**config.mk**
```make
export PLATFORM = sky130hd
export DESIGN_NAME = col_scan_driver
export DESIGN_NICKNAME = d
export VERILOG_FILES = /design/src/rtl/colscan_pkg.sv /design/src/rtl/colscan_linectl.sv /design/src/rtl/colscan_fetch.sv /design/src/rtl/colscan_drive.sv /design/src/rtl/col_scan_driver.sv
export SDC_FILE = /design/constraint.sdc
export NUM_CORES = 1
export LEC_CHECK = 0
export CORE_ASPECT_RATIO = 1.75
export CORE_MARGIN = 2
export CORE_UTILIZATION = 37
export DETAILED_ROUTE_END_ITERATION = 8
export PLACE_DENSITY = 0.57
export REMOVE_ABC_BUFFERS = 1
export SLEW_MARGIN = 20
export SYNTH_ARGS = -nofsm -noshare
export SYNTH_HDL_FRONTEND = slang
export SYNTH_SLANG_ARGS = --single-unit
```
**constraint.sdc**
```tcl
create_clock -name clk -period 2.4 [get_ports clk]
set_clock_uncertainty 0.15 [all_clocks]
set_input_delay 0.24 -clock clk [delete_from_list [all_inputs] [get_ports clk]]
set_output_delay 0.24 -clock clk [all_outputs]
set_load 0.1 [all_outputs]
```
**src/rtl/colscan_pkg.sv**
```systemverilog
package colscan_pkg;
  typedef logic [1:0] lvl_t;

  // Level code for a lit/unlit pixel under the current polarity phase.
  function automatic lvl_t drive_code(input logic pol, input logic pix);
    return {pol, ~pix};
  endfunction
endpackage

```
**src/rtl/colscan_linectl.sv**
```systemverilog
module colscan_linectl #(
  parameter int LINE_W = 6
) (
  input  logic              clk,
  input  logic              rst,
  input  logic              cl,
  input  logic              frm,
  input  logic [LINE_W-1:0] start_cfg,
  output logic              cl_rise,
  output logic              frm_rise,
  output logic              fetch_go,
  output logic [LINE_W:0]   rd_line
);
  logic              cl_q, frm_q, go_q;
  logic [LINE_W-1:0] start_q;
  logic [LINE_W:0]   lcnt;      // top bit set = flag line reached
  logic [LINE_W-1:0] disp_line;

  assign cl_rise  = cl & ~cl_q;
  assign frm_rise = frm & ~frm_q;
  assign fetch_go = go_q;

  always_ff @(posedge clk) begin
    if (rst) begin
      cl_q    <= 1'b0;
      frm_q   <= 1'b0;
      go_q    <= 1'b0;
      start_q <= '0;
      lcnt    <= '0;
    end else begin
      cl_q  <= cl;
      frm_q <= frm;
      go_q  <= 1'b0;
      if (frm_rise) begin
        start_q <= start_cfg;
        lcnt    <= '0;
        go_q    <= 1'b1;
      end else if (cl_rise) begin
        if (!lcnt[LINE_W]) lcnt <= lcnt + 1'b1;
        go_q <= 1'b1;
      end
    end
  end

  assign disp_line = start_q + lcnt[LINE_W-1:0];
  assign rd_line   = lcnt[LINE_W] ? {1'b1, {LINE_W{1'b0}}} : {1'b0, disp_line};

  assert_frame_load_R2: assert property (@(posedge clk) disable iff (rst)
    frm_rise |=> (lcnt == '0) && (start_q == $past(start_cfg)));
  assert_line_step_R3: assert property (@(posedge clk) disable iff (rst)
    cl_rise && !frm_rise && !lcnt[LINE_W] |=> lcnt == $past(lcnt) + 1'b1);
  assert_flag_hold_R4: assert property (@(posedge clk) disable iff (rst)
    cl_rise && !frm_rise && lcnt[LINE_W] |=> lcnt == $past(lcnt));
  assert_start_hold_R8: assert property (@(posedge clk) disable iff (rst)
    !frm_rise |=> $stable(start_q));
endmodule

```
**src/rtl/colscan_fetch.sv**
```systemverilog
module colscan_fetch #(
  parameter int PAGES  = 10,
  parameter int PAGE_W = 8,
  localparam int PG_W  = $clog2(PAGES),
  localparam int COLS  = PAGES * PAGE_W
) (
  input  logic              clk,
  input  logic              rst,
  input  logic              go,
  input  logic              cl_rise,
  input  logic [PAGE_W-1:0] rd_data,
  output logic              rd_en,
  output logic [PG_W-1:0]   rd_page,
  output logic [COLS-1:0]   shadow
);
  logic            busy, vld_q;
  logic [PG_W-1:0] pg, pg_q;

  always_ff @(posedge clk) begin
    if (rst) begin
      busy   <= 1'b0;
      pg     <= '0;
      vld_q  <= 1'b0;
      pg_q   <= '0;
      shadow <= '0;
    end else begin
      vld_q <= busy;
      pg_q  <= pg;
      if (go) begin
        busy <= 1'b1;
        pg   <= '0;
      end else if (busy) begin
        if (pg == PG_W'(PAGES-1)) busy <= 1'b0;
        else                      pg   <= pg + 1'b1;
      end
      for (int p = 0; p < PAGES; p++)
        if (vld_q && pg_q == PG_W'(p))
          shadow[p*PAGE_W +: PAGE_W] <= rd_data;
    end
  end

  assign rd_en   = busy;
  assign rd_page = pg;

  assert_burst_start_R9: assert property (@(posedge clk) disable iff (rst)
    go |=> rd_en && (rd_page == '0));
  assert_page_step_R9: assert property (@(posedge clk) disable iff (rst)
    rd_en && $past(rd_en) |-> rd_page == $past(rd_page) + 1'b1);
  assert_burst_end_R9: assert property (@(posedge clk) disable iff (rst)
    rd_en && (rd_page == PG_W'(PAGES-1)) |=> !rd_en || (rd_page == '0));
  // Input assumption: shift edges stay clear of a running fetch.
  assert_edge_gap_R10: assert property (@(posedge clk) disable iff (rst)
    cl_rise |-> !busy && !go && !vld_q);
endmodule

```
**src/rtl/colscan_drive.sv**
```systemverilog
module colscan_drive
  import colscan_pkg::*;
#(
  parameter int   COLS     = 80,
  parameter lvl_t OFF_CODE = 2'b00
) (
  input  logic              clk,
  input  logic              rst,
  input  logic              cl_rise,
  input  logic [COLS-1:0]   shadow,
  input  logic              pol,
  input  logic              disp_on,
  output logic [2*COLS-1:0] lvl
);
  logic [COLS-1:0]   latch_q;
  logic [2*COLS-1:0] lvl_d;

  for (genvar c = 0; c < COLS; c++) begin : g_col
    assign lvl_d[2*c +: 2] = disp_on ? drive_code(pol, latch_q[c]) : OFF_CODE;
  end

  always_ff @(posedge clk) begin
    if (rst) begin
      latch_q <= '0;
      lvl     <= {COLS{OFF_CODE}};
    end else begin
      if (cl_rise) latch_q <= shadow;
      lvl <= lvl_d;
    end
  end

  assert_off_level_R7: assert property (@(posedge clk) disable iff (rst)
    !disp_on |=> lvl == {COLS{OFF_CODE}});
  assert_latch_hold_R10: assert property (@(posedge clk) disable iff (rst)
    !cl_rise |=> $stable(latch_q));
  assert_col0_code_R6: assert property (@(posedge clk) disable iff (rst)
    disp_on |=> lvl[1:0] == {$past(pol), ~$past(latch_q[0])});
endmodule

```
**src/rtl/col_scan_driver.sv**
```systemverilog
module col_scan_driver
  import colscan_pkg::*;
#(
  parameter int   LINE_W   = 6,
  parameter int   PAGES    = 10,
  parameter int   PAGE_W   = 8,
  parameter lvl_t OFF_CODE = 2'b00,
  localparam int  PG_W     = $clog2(PAGES),
  localparam int  COLS     = PAGES * PAGE_W
) (
  input  logic              clk,
  input  logic              rst,
  input  logic              shift_clk,
  input  logic              frame_mark,
  input  logic              polarity,
  input  logic              disp_on,
  input  logic [LINE_W-1:0] start_line,
  output logic              ram_rd_en,
  output logic [LINE_W:0]   ram_rd_line,
  output logic [PG_W-1:0]   ram_rd_page,
  input  logic [PAGE_W-1:0] ram_rd_data,
  output logic [2*COLS-1:0] col_level
);
  logic            cl_rise, frm_rise, fetch_go;
  logic [COLS-1:0] shadow;

  colscan_linectl #(.LINE_W(LINE_W)) u_linectl (
    .clk(clk), .rst(rst), .cl(shift_clk), .frm(frame_mark),
    .start_cfg(start_line), .cl_rise(cl_rise), .frm_rise(frm_rise),
    .fetch_go(fetch_go), .rd_line(ram_rd_line)
  );

  colscan_fetch #(.PAGES(PAGES), .PAGE_W(PAGE_W)) u_fetch (
    .clk(clk), .rst(rst), .go(fetch_go), .cl_rise(cl_rise),
    .rd_data(ram_rd_data), .rd_en(ram_rd_en), .rd_page(ram_rd_page),
    .shadow(shadow)
  );

  colscan_drive #(.COLS(COLS), .OFF_CODE(OFF_CODE)) u_drive (
    .clk(clk), .rst(rst), .cl_rise(cl_rise), .shadow(shadow),
    .pol(polarity), .disp_on(disp_on), .lvl(col_level)
  );

  assert_no_edge_clash_R2: assert property (@(posedge clk) disable iff (rst)
    !(cl_rise && frm_rise));
  assert_reset_idle_R1: assert property (@(posedge clk)
    rst |=> !ram_rd_en && (col_level == {COLS{OFF_CODE}}));
endmodule

```
==> qor.yml <==
status: "finished with violations"
violations: "negative setup slack"
synth-simple-area-share_pct: 17.8
io_buffers: 191
end_kind: "primary output"
powerDensity_mw_per_mm2: 872
nets: 1150
synth_seq_cells: 267
ys.warnings.count: 0
cts_made_buffers: 25
drc: 0
root_buffer: "clkbuf_16"
crit_chain: "ha_4 > inv_2 > fa_2 > nor2b_4 > o21ai_2 > nand3_1 > nor3b_4 > buf_12"
timing.final.max_slew_violations: 0
antennaDiodeCount: 0
synth_cell_types: 35
drive_above_1_share_pct: 24.1
cp-start-kind: "flip-flop"
dp.cells: 1404
crit_fanout: 2
grt_pass1_wl_microns: 34400
sw_frac_of_total_pct: 28.4
grt_pass1_vias: 6384
p_comb_share_pct: 15.7
grt_max_degree: 85
synthAdderAreaFrac_pct: 1.27
routedWlPerCell_microns: 15.0
cp_data_arrival_time_ns: 2.12
rsz0062_at_grt: "true"
setup_violations: 3
dr_total_vias: 6628
die_x_microns: 125
peakVddDrop_v: 0.000608
share_seq_of_total_power_pct: 42.4
slew-limit-headroom_pct: 42.2
max_freq_ghz: 0.399
clk-insertion-delay-late_ns: 0.52
wirelength_microns: 21800
slowest_stage: "dfxtp_2"
synth_area_leaders: "dfxtp_1 57%, mux2i_1 7.6%, nand2_1 7.4%, buf_4 6.7%, nor2_1 6.5%"
path_class: "flip-flop to primary output"
clk_path_buf_depth: 3
io-pin-count: 192
cp_num_buf_inv: 2
placementRows: 77
synthCells: 1021
clk_pin_slew_ns: 0.06
dpl.hpwl_microns: 14400
clock-sinks: 267
antenna_found_initial: 0
vias_per_cell: 4.56
die_y_microns: 215
worstHoldPathType: "primary input to flip-flop"
synth_seq_area_share_pct: 56.6
final.setup.worst_slack_ns: -0.109
grt_overflow: 0
syn_avg_cell_area_sq_um: 9.26
syn_area_sq_mm: 0.00945
drt-pass1-iter-count: 4
synth.area.mux_share_pct: 7.63
drtAntennaViolNets: 0
fin_crit_ns: 2.51
p_int_w: 0.00773
cp_slowest_stage_delay_ns: 0.36
final_cells: 1455
final_common_cell: "dfxtp_1"
synth.largest_area_cell: "dfxtp_1"
cts_tree: "yes"
cts-htree-levels: 1
synth_top_area_share_pct: 56.6
tightest_slew_ns: 0.867
drv_cap: 0
first_iter_violations: 340
switchingPower_w: 0.00306
gp_congestion: 0.745
synth_top_family_by_area: "simple AND/OR/NAND/NOR gates"
layout_common_cells: "262 x dfxtp_1, 186 x nand2_1, 163 x nor2_1"
dieArea_sq_mm: 0.0269
core_region_area_sq_mm: 0.0252
synth_compound_area_share_pct: 5.94
p_leak_nw: 5.24
grt.total_usage_pct: 15.8
start_util_pct: 37.4
pre_cts_ws_ns: 0.120
worstPathRequired_ns: 2.01
totalNegativeSetupSlack_ns: -0.205
synth-xor-area-share_pct: 0.927
syn_to_final_growth_pct: 31.0
finalHoldViolations: 0
clkPwrFrac_pct: 41.9
fin_crit_sh_pct: 105
critPathTopFamily: "adder cells"
sequential cells by signal (all words and copies together), names as in the netlist:
name and count:
u_linectl.cl_q 1, u_linectl.fetch_go 1, u_fetch.shadow 80, u_linectl.start_q 6
u_fetch.rd_page 4, u_fetch.rd_en 1, u_fetch.pg_q 4, u_drive.lvl 81
u_drive.latch_q 80, u_fetch.vld_q 1, u_linectl.lcnt 7, u_linectl.frm_q 1
worst reg2reg max path: cells and delay by family, from the launching register on:
kind	cells	cell delay [ns]
flops	1	0.42
mux	1	0.29
simple gates	3	0.85
power groups by stage:
| stage | Clock (W) | Sequential [W] | Combinational [W] |
|---|---|---|---|
| 6_report | 0.00452 | 0.00458 | 0.00170 |
| 5_1_grt | 0.00480 | 0.00458 | 0.00176 |
| 4_1_cts | 0.00463 | 0.00458 | 0.00171 |
| 3_5_place_dp | 0 | 0.00467 | 0.00170 |
| 3_3_place_gp | 0 | 0.00467 | 0.00170 |
| 2_1_floorplan | 0 | 0.00546 | 0.000204 |
what timing repair did:
item | CTS | global route
hold buffers | 1 | 0
resized for setup | 17 | 8
buffers inserted | 2 | 3
hold endpoints to repair | 15 | 0
endpoints found under the setup margin | 4 | 4
gates cloned | 0 | 0
pin swaps | 8 | 5
cell type report:
cell class	count	area [sq um]
fill	2438	12900
sequential	267	5350
multi-input combinational	601	3320
timing repair buffer	217	2320
clock buffer	31	698
tap	316	395
clock inverter	14	259
inverter	9	33.8
per-layer routing:
layer,up-vias,global-route usage (%),share of wire [%]
li1,3389,-,-
met1,3102,17.7,39
met2,111,29.9,55
met3,26,2.63,4.4
met4,0,5.11,1.9
met5,-,0,0
per-stage QoR:
step	cell area, sq um	power [W]	util [%]	hold WS [ns]
3_3_place_gp	11300	0.00637	44.6	0.250
2_1_floorplan	8560	0.00566	-	0.157
5_1_grt	12400	0.0111	49.0	0.112
4_1_cts	12300	0.0109	48.7	0.0869
3_5_place_dp	11300	0.00637	44.6	0.253
6_report	12400	0.0108	49.0	0.0994
cell usage after synthesis:
library cell and count:
buf_2 20, fa_1 1, nor2_2 1, nand3b_4 2, nor3_1 4, mux2i_1 72
or3_1 1, nor2b_1 12, buf_4 84, buf_6 2, nand3_1 10, inv_1 9
xor2_1 9, a21o_1 1, nor3b_2 1, a21oi_1 101, o211ai_1 1, buf_1 1
nand2_1 186, a31o_2 1, and3_1 2, a2111oi_0 1, nand4_1 5, nor3b_4 1
nor2_1 163, nor3b_1 2, ha_1 8, a41oi_1 1, dfxtp_1 267, nor2_4 3
clkbuf_1 37, xnor2_1 1, nand2b_1 7, nand3b_2 1, o21ai_0 3
logic make-up (layout without fill, tap and decap cells):
group,count (synthesis),count (layout)
mux,72,72
compound gates,109,109
xor+xnor,10,10
fa+ha+maj,9,9
flops,267,267
simple gates,401,401
buf+inv,153,271
path summary, 6_finish.rpt:
check	slack, ns	cells after the start	from	to
setup / recovery	-0.11	8	u_linectl.lcnt[0]	ram_rd_line[4]
hold / removal	0.1	3	polarity	u_drive.lvl[157]
setup reg to reg	0.55	4	u_fetch.pg_q[1]	u_fetch.shadow[9]
hold reg to reg	0.26	1	u_drive.latch_q[34]	u_drive.lvl[68]
Note: power is estimated with default switching activity, not from simulation.
